## src/rtl/xbus_seq.sv

```systemverilog
`timescale 1ns/1ps
module xbus_seq (
  input  logic        clk,
  input  logic        rst,
  input  logic        fetch_en,
  input  logic [15:0] fetch_pc,
  input  logic        dat_req,
  input  logic        dat_wr,
  input  logic        dat_wide,
  input  logic [15:0] dat_addr,
  input  logic [7:0]  dat_wdata,
  input  logic [7:0]  p2_latch,
  input  logic        protect,
  output logic        dat_ack,
  output logic        ale,
  output logic        psen_n,
  output logic        rd_n,
  output logic        wr_n,
  output logic [7:0]  p0_out,
  output logic        p0_oe,
  input  logic [7:0]  p0_in,
  output logic [7:0]  p2_out,
  output logic [7:0]  code_byte,
  output logic        code_valid,
  output logic [7:0]  rdata,
  output logic        rdata_valid
);
  localparam logic [3:0] LAST = 4'd11;
  localparam logic [3:0] HALF = 4'd6;

  logic [3:0] ph;
  logic       is_data, is_wr, fetch_act;
  logic [7:0] lo_q, hi_q, wd_q;

  wire [3:0] slot   = (ph >= HALF) ? ph - HALF : ph;
  wire       strobe = is_data && ph >= 4'd5 && ph <= 4'd10;

  function automatic logic [7:0] hi_mask(input logic [7:0] h, input logic p);
    return p ? {4'b0000, h[3:0]} : h;
  endfunction

  always_ff @(posedge clk) begin
    if (rst) begin
      ph <= LAST;
      is_data <= 1'b0;
      is_wr <= 1'b0;
      fetch_act <= 1'b0;
      lo_q <= '0;
      hi_q <= '0;
      wd_q <= '0;
      code_byte <= '0;
      code_valid <= 1'b0;
      rdata <= '0;
      rdata_valid <= 1'b0;
    end else begin
      code_valid  <= 1'b0;
      rdata_valid <= 1'b0;
      ph <= (ph == LAST) ? 4'd0 : ph + 4'd1;
      if (ph == LAST) begin
        is_data   <= dat_req;
        is_wr     <= dat_wr;
        wd_q      <= dat_wdata;
        fetch_act <= fetch_en && !dat_req;
        lo_q      <= dat_req ? dat_addr[7:0] : fetch_pc[7:0];
        hi_q      <= dat_req ? (dat_wide ? hi_mask(dat_addr[15:8], protect) : p2_latch)
                             : hi_mask(fetch_pc[15:8], protect);
      end else if (ph == 4'd5 && !is_data) begin
        fetch_act <= fetch_en;
        lo_q      <= fetch_pc[7:0];
        hi_q      <= hi_mask(fetch_pc[15:8], protect);
      end
      if (slot == 4'd5 && fetch_act && !is_data) begin
        code_byte  <= p0_in;
        code_valid <= 1'b1;
      end
      if (ph == 4'd10 && is_data && !is_wr) begin
        rdata       <= p0_in;
        rdata_valid <= 1'b1;
      end
    end
  end

  assign dat_ack = (ph == LAST) && dat_req && !rst;
  assign ale     = !rst && slot < 4'd2 && !(is_data && ph >= HALF);
  assign psen_n  = !(fetch_act && !is_data && slot >= 4'd3);
  assign rd_n    = !(strobe && !is_wr);
  assign wr_n    = !(strobe && is_wr);
  assign p0_oe   = is_data ? (ph < 4'd3 || is_wr) : (slot < 4'd3);
  assign p0_out  = (is_data && ph >= 4'd3) ? wd_q : lo_q;
  assign p2_out  = hi_q;

  a_r1_ale_width: assert property (@(posedge clk) disable iff (rst)
    $rose(ale) |=> ale ##1 !ale);
  a_r2_one_strobe: assert property (@(posedge clk) disable iff (rst)
    $onehot0({!psen_n, !rd_n, !wr_n}));
  a_r3_port_released: assert property (@(posedge clk) disable iff (rst)
    (!psen_n || !rd_n) |-> !p0_oe);
  a_r4_addr_hold: assert property (@(posedge clk) disable iff (rst)
    $fell(ale) |-> p0_oe && $stable(p0_out));
  a_r5_wr_width: assert property (@(posedge clk) disable iff (rst)
    $rose(wr_n) |-> $past(!wr_n, 6) && $past(wr_n, 7));
  a_r5_rd_width: assert property (@(posedge clk) disable iff (rst)
    $rose(rd_n) |-> $past(!rd_n, 6) && $past(rd_n, 7));
  a_r6_wdata_setup: assert property (@(posedge clk) disable iff (rst)
    $fell(wr_n) |-> p0_oe && $past(p0_oe) && $stable(p0_out));
endmodule

```

## config.mk

```make
export PLATFORM = sky130hd
export DESIGN_NAME = xbus_seq
export DESIGN_NICKNAME = d
export VERILOG_FILES = /design/src/rtl/xbus_seq.sv
export SDC_FILE = /design/constraint.sdc
export NUM_CORES = 1
export LEC_CHECK = 0
export BUFFER_PORTS_ARGS = -buffer_cell sky130_fd_sc_hd__clkbuf_2
export CAP_MARGIN = 20
export CORE_UTILIZATION = 30
export DETAILED_ROUTE_END_ITERATION = 10
export SLEW_MARGIN = 20
export SYNTH_ARGS = -nofsm -noshare
export SYNTH_HDL_FRONTEND = slang
export SYNTH_SLANG_ARGS = --single-unit
```

## constraint.sdc

```tcl
create_clock -name clk -period 1.9 [get_ports clk]
set_input_delay 0.38 -clock clk [delete_from_list [all_inputs] [get_ports clk]]
set_output_delay 0.38 -clock clk [all_outputs]
set_load 0.01 [all_outputs]
```

Word-level counts from Yosys, hierarchy flattened
Index checks and enable logic that the tools add are counted.
Storage, ports and cells
  bits in writable memories: 0
  memories kept: 0
  memory bits (read-only): 0
  register bits after elaboration: 49
  output and inout port bits: 40
  latch bits: 0
  logic and storage cells: 72
  input bits: 63
Operators by class
  add/subtract/negate cells: 2
  muxes and demuxes: 17
  shifts and indexed selects: 0
  reduce and logical (&&, ||, !) cells: 29
  bitwise logic cells: 0
  order comparisons: 8
  multipliers: 0
  equality and inequality tests: 4
  divide/modulo/power cells: 0
Operators by type and width (number)
  2-to-1 mux 8 bit: 10
  logical AND 1 bit: 18
  less-than comparator 4 x 2 -> 1 bit, second input constant: 3
  equality test 4 x 3 -> 1 bit, second input constant: 2
  equality test 4 bit, second input constant: 2
  greater-or-equal comparator 4 x 2 -> 1 bit, second input constant: 2
  greater-or-equal comparator 4 x 3 -> 1 bit, second input constant: 2
  zero test 1 bit: 8
  2-to-1 mux 4 bit: 2
  2-to-1 mux 1 bit: 5
  adder 4 x 1 -> 4 bit, second input constant: 1
  <= comparator 4 bit, second input constant: 1
  subtractor 4 x 3 -> 4 bit, second input constant: 1
  nonzero test 2 bit: 1
  OR reduction 2 bit: 1
  logical OR 1 bit: 1

Depth between registers and ports, before layout
Gate-level depths: netlist (run 1).
  depth after elaboration: 6
  depth in mapped cells: 8
  gate-level depth less buffers: 6

Worst setup path before layout (run 1)
Ideal clock, no wire load.
  path type: register to output
  start: register ph[0]
  end: output p0_out[0]
  setup slack: 45 ps
  data arrival time: 1475 ps
  path buffers: 1
  stages on the path, launching flop included: 5
  path through: dfxtp_1 -> ha_1 -> buf_2 -> o31ai_4 -> mux2_2
Between the ends
  word-level cells in the longest chain between the ends: 3
Ends and longest elaborated chain
  start, declared: line 31  | logic [3:0] ph;
  start signal, assigned: line 58  | ph <= (ph == LAST) ? 4'd0 : ph + 4'd1;
  greater-or-equal comparator 4 x 2 -> 1 bit: line 89  | assign p0_out = (is_data && ph >= 4'd3) ? wd_q : lo_q;
  logical AND 1 bit: line 89
  2-to-1 mux 8 bit: line 89
  end, declared: line 19  | output logic [7:0] p0_out,
No other way between the ends.

Worst setup path in the final report (run 1)
  start: register ph[0]
  end: output p0_out[5]
Same word-level chain as after synthesis.

==> metrics.md, run 1 <==
| Metric | Value |
|---|---|
| Status | `complete, but fails checks` |
| Failing checks | `negative setup slack` |
| Sequential fraction of the synthesis area | `roughly two fifths` |
| Buffers on Ports | `between 100 and 150` |
| Fin nets | `453` |
| Synth Flop Type | `dfxtp_1` |
| Mux contribution to synthesized area | `approximately 15%` |
| Synth Area in XOR/XNOR | `less than 1%` |
| CP arrival | `around 1.7 ns` |
| # hold bufs at CTS | `0` |
| Core ar. | `0.00777 mm^2` |
| Relative slew slack | `76.2%` |
| Final Skew | `around 0.0032 ns` |
| WP data required | `1.52 ns` |
| Clk pin slew, worst setup/hold paths | `approximately 0.080 ns` |
| Vias in the first global route | `approximately 2300` |
| Top post-synthesis cells by area | `dfxtp_1 41%, mux2i_1 11%, nand2_1 6.5%` |
| CTS tree | `built` |
| Overflow after GRT | `0` |
| DRT antenna net count | `0` |
| Share of the synthesized area in the top cell type | `40.5%` |
| Syn Area/Cell | `8.61 um^2` |
| Die height | `~92 um` |
| Iteration-0 DRC Markers | `45` |
| Clock Latency Late Sink | `0.29 ns` |
| Routed wire per std cell | `around 12 um` |
| FFs w/ async S/R, synth | `0%` |
| Post-synth EDFFs | `0` |
| Layout cell share with drive strength beyond 1 | `40.4%` |
| HP Class | `input pin to flop` |
| Cell area after synthesis | `roughly 0.0024 mm^2` |
| #FFs+latches synth | `~50` |
| Synth top cells by count | `49 x dfxtp_1, 42 x nand2_1, 36 x nor2_1` |
| Die ar. | `approximately 0.0084 mm^2` |
| Starting Density | `between 30% and 40%` |
| Crit path kind | `flop to primary output` |
| Mapped Nets | `around 350` |
| DR pass1 iterations | `4` |
| Setup ws final | `-0.131 ns` |
| Final cell count without fillers | `486` |
| Max-slew violation count | `0` |
| Final Critical Period | `approximately 2.0 ns` |
| Worst-Margin Slew | `0.357 ns` |
| Largest family of logic cells by synthesized area | `simple AND/OR/NAND/NOR gates` |
| Clk buf depth | `2` |
| CTS Buf Count | `5` |
| Area grow syn2layout | `35.5%` |
| Yosys cell types | `37` |
| Max cap viols | `0` |
| Tot GR Track Use | `14.8%` |
| Cell count after synthesis | `281` |
| Post-Synth Simple-Gate Area | `23.6%` |
| DP Cell Count | `about 480` |
| N_diodes | `0` |
| Worst ir drop on vdd | `~0.31 mV` |
| Core Rows | `32` |
| Root Driver | `clkbuf_8` |
| Pin count of the biggest net entering global routing | `30` |
| Setup violators final | `10` |
| First-pass GRT wire length | `10200 um` |
| Synth Warn # | `0` |
| Worst Setup End Kind | `primary output` |
| Post-Layout Inst Area | `0.00328 mm^2` |
| Hold Vio Cnt, Final | `0` |
| Fmax | `slightly below 500 MHz` |
| R2R Setup Slk | `0.12 ns` |
| Detailed-route DRC error count | `0` |
| RSZ-0062 raised after global routing | `yes` |
| Power density over cell area | `~890 mW/mm^2` |
| Ports | `103` |
| Initial antenna violation count | `0` |
| Crit-path max FO | `9` |
| Post-Synth Adder-Cell Area | `around 2.6%` |
| Vias per inst | `approximately 4.7` |
| CTS sink cnt | `between 40 and 50` |
| Count leader, synth | `dfxtp_1` |
| Tcrit/Tclk final | `107%` |
| DPL Wire Length | `roughly 4500 um` |
| Crit path launch type | `flop` |
| Total power | `slightly below 3 mW` |
| Routability cong. | `0.742` |
| Compound-cell area share of the yosys netlist | `a little over an eighth` |
| Vias post-DR | `around 2300` |
| Final core utilization | `a little over two fifths` |
| Leakage | `between 1.5 and 2 nW` |
| Drt total wl | `about 6000 um` |
| Largest area contributor in the synthesized netlist | `dfxtp_1` |
| Die W | `91.8 um` |
| Post-placement cell area | `~0.0031 mm^2` |
| H-tree levels | `2` |
==> cell usage in the layout (no fill, tap or decap), drive strengths merged, types with 2 or more instances in the layout <==
cell type	instances
nor2b	8
nand3	2
o21ai	8
nand2	43
nor2	36
a311oi	8
and2b	2
dfxtp	49
nand3b	2
a21o	3
inv	3
mux2i	27
nand2b	19
nor3	3
a211oi	4
clkbuf	104
a21oi	16
mux2	8
ha	5
buf	19
a31oi	4
==> per-layer routing <==
metal	global-route usage, %	routed length, um	share of wire (%)
met1	17.4	2650	44
met2	27.4	3050	51
met3	3.15	278	4.6
met4	3.39	42	0.70
met5	0	0	0
==> flip-flops by register name, summed over array words and instances (netlist names) <==
signal       cells
code_valid       1
is_wr            1
p2_out           8
rdata            8
lo_q             8
rdata_valid      1
code_byte        8
wd_q             8
ph               4
fetch_act        1
is_data          1
==> layout make-up <==
type	count	area, um^2
fill	808	4490
multi-input combinational	208	1380
sequential	49	986
timing repair buffer	118	687
tap	102	128
clock buffer	5	68.8
inverter	3	21.3
clock inverter	1	5.00
==> logic make-up after synthesis <==
logic type      Yosys count
fa+ha+maj                 5
xor+xnor                  1
compound gates           47
flops                    49
simple gates            120
buf+inv                  24
mux                      35
==> power by group <==
part,leakage [nW],internal [mW],switching (mW)
combinational,1.09,0.518,0.576
clock,0.0399,0.243,0.316
sequential,0.400,1.17,0.0994
==> repair_timing <==
action | CTS | global route
setup endpoints to repair | 13 | 17
setup buffers | 1 | 3
resized for setup | 11 | 23
pin swaps | 2 | 3
gates cloned | 0 | 0
==> final timing paths <==
| kind | end | startpoint | depth (start not counted) |
|---|---|---|---|
| hold / removal | wd_q[6]$_SDFFE_PP0P_ | dat_wdata[6] | 3 |
| setup reg to reg | code_byte[0]$_SDFFE_PP0P_ | ph[1]$_SDFF_PP1_ | 7 |
| hold reg to reg | wd_q[2]$_SDFFE_PP0P_ | wd_q[2]$_SDFFE_PP0P_ | 2 |
| setup / recovery | p0_out[5] | ph[0]$_SDFF_PP1_ | 5 |
==> critical path, stage by stage (launching register included) <==
cell and delay, ns:
dfxtp_2 0.34, ha_2 0.20, o31ai_4 0.20, buf_12 0.17, mux2_2 0.33, clkbuf_2 0.13
==> metrics by stage <==
| step | TNS (ns) | hold slack (ns) | worst slack (ns) |
|---|---|---|---|
| CTS | -1.26 | 0.297 | -0.148 |
| detailed placement | 0 | 0.459 | 0.0874 |
| global placement | 0 | 0.441 | 0.154 |
| finish | -1.13 | 0.309 | -0.131 |
| global route | -2.10 | 0.294 | -0.220 |
| floorplan | 0 | 0.434 | 0.0454 |
(Power assumes the default switching activity.)
==> run 2: changes to the inputs <==
CTS_BUF_LIST = sky130_fd_sc_hd__clkbuf_8 sky130_fd_sc_hd__clkbuf_16   (was unset)
GPL_TIMING_DRIVEN = 0   (was unset)
MAX_ROUTING_LAYER = met4   (was unset)
==> run 2 against run 1 <==
Against the previous run: register-to-register slack better by 0.02 ns; sequential share of layout area is 1.3 points lower; power is 8.1% higher; sequential cell count stayed put; combinational power is 15% higher; die area stayed put; the run still ends with negative setup slack left; routed wire length is 8.5% higher; first-iteration DRC count is 69% higher; clock power is 16% higher; sequential power hardly changed.
==> metrics.md, run 2 (synthesis results as in run 1) <==
| Metric | Value |
|---|---|
| Die W | `91.8 um (unchanged)` |
| DR pass1 iterations | `4 (unchanged)` |
| Vias in the first global route | `2211 (-1.8%)` |
| Ports | `103 (unchanged)` |
| Total power | `3.16 mW (+8.1%)` |
| CP max stage delay | `0.38 ns (+0.04 ns)` |
| Starting Density | `31.2% (unchanged)` |
| Root Driver | `clkbuf_8` |
| Max cap viols | `0 (unchanged)` |
| Fin nets | `468 (+3.3%)` |
| Crit-path slowest cell | `dfxtp_4` |
| Clk pin slew, worst setup/hold paths | `0.09 ns (about the same)` |
| Buffers on Ports | `101 (-0.98%)` |
| Worst Setup End Kind | `primary output` |
| R2R Setup Slk | `0.14 ns (+0.02 ns)` |
| Clock Latency Late Sink | `0.30 ns (about the same)` |
| CTS Buf Count | `5 (unchanged)` |
| WP data required | `1.52 ns (about the same)` |
| CTS sink cnt | `49 (unchanged)` |
| DP Cell Count | `484 (+1.3%)` |
| Leakage | `1.63 nW (+6.6%)` |
| Max-slew violation count | `0 (unchanged)` |
| Dpl ws | `-0.288 ns (-0.376 ns)` |
| Status | `complete, but fails checks` |
| Most used cell, CP | `buf_6` |
| Pin count of the biggest net entering global routing | `17 (-43%)` |
| Most common cell after layout, fill and taps aside | `clkbuf_2` |
| First-pass GRT wire length | `10200 um (+0.27%)` |
| Worst-path cell chain | `buf_8, o31ai_4, buf_6, mux2_4, buf_6` |
| CP arrival | `1.71 ns (+0.06 ns)` |
| Final TNS setup | `-1.53 ns (-0.399 ns)` |
| Tcrit/Tclk final | `110% (+3.2 points)` |
| Clk buf depth | `2 (unchanged)` |
| Initial antenna violation count | `0 (unchanged)` |
| Routed wire per std cell | `13.0 um (+4.8%)` |
| Area grow syn2layout | `42.6%` |
| Worst setup startpoint | `ph[2]$_SDFF_PP0_` |
| Most frequent cells in the layout | `91 x clkbuf_2, 45 x dfxtp_1, 42 x nand2_1, 34 x nor2_1, 27 x mux2i_1` |
| Drt total wl | `6520 um (+8.5%)` |
| Final core utilization | `44.4% (+2.2 points)` |
| Detailed-route DRC error count | `0 (unchanged)` |
| Final cell count without fillers | `503 (+3.5%)` |
| Power density over cell area | `916 mW/mm^2 (+2.8%)` |
| CTS tree | `built` |
| Crit-path max FO | `6 (-3)` |
| Iteration-0 DRC Markers | `76 (+69%)` |
| Hold Crit Start | `dat_wdata[7]` |
| N_diodes | `0 (unchanged)` |
| Final Skew | `0.00607 ns (+0.00290 ns)` |
| Core ar. | `0.00777 mm^2 (unchanged)` |
| Hold Vio Cnt, Final | `0 (unchanged)` |
| Relative slew slack | `62.8% (-13 points)` |
| Crit path kind | `flop to primary output` |
| Routability cong. | `0.832 (+12%)` |
| Worst-Margin Slew | `0.558 ns (+0.200 ns)` |
| H-tree levels | `2 (unchanged)` |
| Overflow after GRT | `0 (unchanged)` |
| Worst ir drop on vdd | `0.333 mV (+6.0%)` |
| Vias post-DR | `2350 (+4.0%)` |
| Failing checks | `negative setup slack` |
| Crit path launch type | `flop` |
| RSZ-0062 raised after global routing | `yes` |
| Vias per inst | `4.67 (+0.47%)` |
| Final Critical Period | `2.09 ns (+0.0600 ns)` |
| Die ar. | `0.00843 mm^2 (unchanged)` |
| Setup ws final | `-0.191 ns (-0.0600 ns)` |
| Layout cell share with drive strength beyond 1 | `40.9% (+0.53 points)` |
| Tot GR Track Use | `15.7% (+0.83 points)` |
| Reg-to-reg startpoint | `ph[1]$_SDFF_PP1_` |
| Core Rows | `32 (unchanged)` |
| DPL Wire Length | `4680 um (+3.5%)` |
| Die height | `91.8 um (unchanged)` |
| DRT antenna net count | `0 (unchanged)` |
| Setup violators final | `10 (unchanged)` |
| HP Class | `input pin to flop` |
| Fmax | `478 MHz (-2.9%)` |
run 2: through the flow:
stage / hold WS (ns) / instance area (um^2)
floorplan: 0.434 / 2420
global placement: 0.439 / 3050
detailed placement: 0.448 / 3050
CTS: 0.284 / 3280
global route: 0.288 / 3450
finish: 0.295 / 3450
run 2: power breakdown:
part / internal [mW] / total, mW / switching [mW]
Clock: 0.296 / 0.649 / 0.354
Combinational: 0.608 / 1.25 / 0.640
Sequential: 1.17 / 1.26 / 0.0901
run 2: area by class of cell:
cell class | count | area, um^2
buffer | 18 | 105
inverter | 3 | 16.3
tap | 102 | 128
clock buffer | 6 | 82.6
multi-input combinational | 208 | 1430
timing repair buffer | 115 | 679
fill | 796 | 4320
sequential | 49 | 993
clock inverter | 2 | 13.8
run 2: routing by layer:
metal	share of wire (%)	GRT usage (%)	up-vias
met2	49	26.4	63
met3	3.8	2.49	5
met4	0.84	3.91	0
met1	47	19.6	1095
li1	-	-	1187
met5	0	-	-
run 2: worst max-delay path: cells and delay by family, from the launching register on:
family,cells,cell delay [ns]
AO/OA/AOI/OAI,1,0.28
buffers and inverters,3,0.44
flip-flops,1,0.38
multiplexers,1,0.32
run 2: path summary, 6_finish.rpt:
| path | to | depth (start not counted) |
|---|---|---|
| max | p0_out[6] | 5 |
| min | wd_q[7]$_SDFFE_PP0P_ | 3 |
| max reg2reg | lo_q[4]$_SDFFE_PP0P_ | 8 |
| min reg2reg | wd_q[3]$_SDFFE_PP0P_ | 2 |
run 2: what timing repair did:
| action | 4_1_cts | 5_1_grt |
|---|---|---|
| hold buffers | 0 | 0 |
| gates resized for setup | 22 | 42 |
| setup endpoints to repair | 23 | 23 |
| setup buffers | 9 | 5 |
| pin swaps | 5 | 8 |
==> run 3: changes to the inputs <==
SKIP_CTS_REPAIR_TIMING = 1   (was unset)
==> run 3 against run 2 <==
Against the previous run: the run still ends with negative setup slack left; maximum frequency is 5.3% lower; global-route usage decreased by 0.42 points; routed wire length decreased by 0.37%; register-to-register slack got worse by 0.03 ns; final area fell by 0.73%; first-iteration DRC count is 5.3% lower; clock skew about the same; critical path type unchanged; highest routed layer unchanged.
==> metrics.md, run 3 (synthesis results as in run 1) <==
| Metric | Value |
|---|---|
| Status | `complete, but fails checks` |
| Failing checks | `negative setup slack` |
| Most frequent cells in the layout | `94 x clkbuf_2, 46 x dfxtp_1, 42 x nand2_1, 35 x nor2_1, 27 x mux2i_1` |
| Setup violators final | `10 (unchanged)` |
| Tcrit/Tclk final | `116% (+6.1 points)` |
| Hold Vio Cnt, Final | `0 (unchanged)` |
| Worst-path cell chain | `ha_4, o31ai_4, clkbuf_16, mux2_4, buf_6` |
| Fin nets | `469 (+0.21%)` |
| DR pass1 iterations | `4 (unchanged)` |
| Routed wire per std cell | `12.9 um (-0.57%)` |
| Die height | `91.8 um (unchanged)` |
| Fillcell total | `806 (+1.3%)` |
| Iteration-0 DRC Markers | `72 (-5.3%)` |
| Hold Crit Start | `dat_wr` |
| Multi-input gate area | `0.00140 mm^2 (-2.3%)` |
| Drt total wl | `6500 um (-0.37%)` |
| Hold_ws | `0.289 ns (-0.00562 ns)` |
| DP Cell Count | `484 (unchanged)` |
| Core ar. | `0.00777 mm^2 (unchanged)` |
| DRT antenna net count | `0 (unchanged)` |
| Max-slew violation count | `0 (unchanged)` |
| Final cell count without fillers | `504 (+0.20%)` |
| N_diodes | `0 (unchanged)` |
| DPL Wire Length | `4680 um (unchanged)` |
| RSZ-0062 raised after global routing | `yes` |
| Vias per inst | `4.65 (-0.54%)` |
| Routability cong. | `0.832 (unchanged)` |
| Tot GR Track Use | `15.2% (-0.42 points)` |
| Clk pin slew, worst setup/hold paths | `0.09 ns (about the same)` |
| Vias post-DR | `2342 (-0.34%)` |
| Crit-path max FO | `4 (-2)` |
| Core Rows | `32 (unchanged)` |
| Dpl ws | `-0.288 ns (unchanged)` |
| First-pass GRT wire length | `9980 um (-2.6%)` |
| Buffers on Ports | `101 (unchanged)` |
| H-tree levels | `2 (unchanged)` |
| Crit path launch type | `flop` |
| Final Critical Period | `2.21 ns (+0.116 ns)` |
| Max cap viols | `0 (unchanged)` |
| Crit path kind | `flop to primary output` |
| CP arrival | `1.83 ns (+0.12 ns)` |
| Final TNS setup | `-2.75 ns (-1.22 ns)` |
| FF-to-FF End | `code_byte[7]$_SDFFE_PP0P_` |
| Setup ws final | `-0.308 ns (-0.116 ns)` |
| HP Class | `input pin to flop` |
| R2R cell count | `8 (unchanged)` |
| CP max stage delay | `0.38 ns (about the same)` |
| Crit-path slowest cell | `dfxtp_4` |
| Die W | `91.8 um (unchanged)` |
| Relative slew slack | `60.9% (-2.0 points)` |
| R2R Setup Slk | `0.11 ns (-0.03 ns)` |
| Hold Path End | `is_wr$_SDFFE_PP0P_` |
| CTS Buf Count | `5 (unchanged)` |
| Detailed-route DRC error count | `0 (unchanged)` |
| Leakage | `1.63 nW (about the same)` |
| Die ar. | `0.00843 mm^2 (unchanged)` |
| Initial antenna violation count | `0 (unchanged)` |
| Starting Density | `31.2% (unchanged)` |
| FF+latch area | `990 um^2 (-0.38%)` |
| Area grow syn2layout | `41.5%` |
| Worst setup startpoint | `ph[1]$_SDFF_PP1_` |
| Final Skew | `0.00636 ns (+0.000292 ns)` |
| Overflow after GRT | `0 (unchanged)` |
| Ports | `103 (unchanged)` |
| WP data required | `1.52 ns (about the same)` |
| Power density over cell area | `913 mW/mm^2 (-0.36%)` |
| Worst Setup End Kind | `primary output` |
| Clk buf depth | `2 (unchanged)` |
| Pin count of the biggest net entering global routing | `16 (-1)` |
| Clock Latency Late Sink | `0.30 ns (about the same)` |
| Worst-Margin Slew | `0.587 ns (+0.0296 ns)` |
| CTS sink cnt | `49 (unchanged)` |
| CTS tree | `built` |
| Most common cell after layout, fill and taps aside | `clkbuf_2` |
| Reg-to-reg startpoint | `ph[1]$_SDFF_PP1_` |
| Vias in the first global route | `2163 (-2.2%)` |
| Layout cell share with drive strength beyond 1 | `40.3% (-0.60 points)` |
| Worst ir drop on vdd | `0.349 mV (+4.8%)` |
| Fmax | `453 MHz (-5.3%)` |
| Hold Path Depth | `3 (unchanged)` |
| Root Driver | `clkbuf_8` |
-- run 3: cell count changes in the layout (fill, tap and decap cells not counted), sizes merged --
cell	change
clkbuf	+4
buf	-3
-- run 3: final cells by class --
| type | instances | area share, % |
|---|---|---|
| Timing Repair Buffer | 114 | 19.8 |
| Sequential cell | 49 | 28.9 |
| Multi-Input combinational cell | 208 | 40.8 |
| Buffer | 20 | 3.40 |
| Clock inverter | 2 | 0.402 |
| Tap cell | 102 | 3.73 |
| Clock buffer | 6 | 2.41 |
| Inverter | 3 | 0.548 |
-- run 3: how the worst max path moves through the flow --
stage,slack [ns],to,cells past startpoint
4_1_cts,-0.63,p0_out[6],5
6_report,-0.31,p0_out[5],5
3_3_place_gp,-0.26,p0_out[6],5
5_1_grt,-0.37,p0_out[5],5
3_5_place_dp,-0.29,p0_out[6],5
2_1_floorplan,0.05,p0_out[0],4
-- run 3: power breakdown --
group	internal, mW	switching, mW	total (mW)
sequential	1.17	0.0911	1.26
clock	0.296	0.351	0.647
combinational	0.589	0.628	1.22
-- run 3: critical path, delay by kind of cell, from the launching register on --
kind	cells	cell delay, ns
DFF	1	0.38
AOI/OAI and AO/OA	1	0.34
buffers and inverters	2	0.34
muxes	1	0.30
adders and majority gates	1	0.18
-- run 3: per-stage QoR --
stage               utilization [%]  power (mW)  cell area [um^2]
floorplan                         -        1.94              2420
global placement               39.3        2.26              3050
detailed placement             39.3        2.28              3050
CTS                            40.5        2.92              3150
global route                   44.1        3.33              3420
finish                         44.1        3.13              3420
-- run 3: routing by layer --
metal	track usage (%)	up-vias	routed length [um]
li1	-	1194	-
met1	19.2	1069	2980
met2	25.3	75	3140
met3	2.49	4	331
met4	4.30	0	51
met5	-	-	0
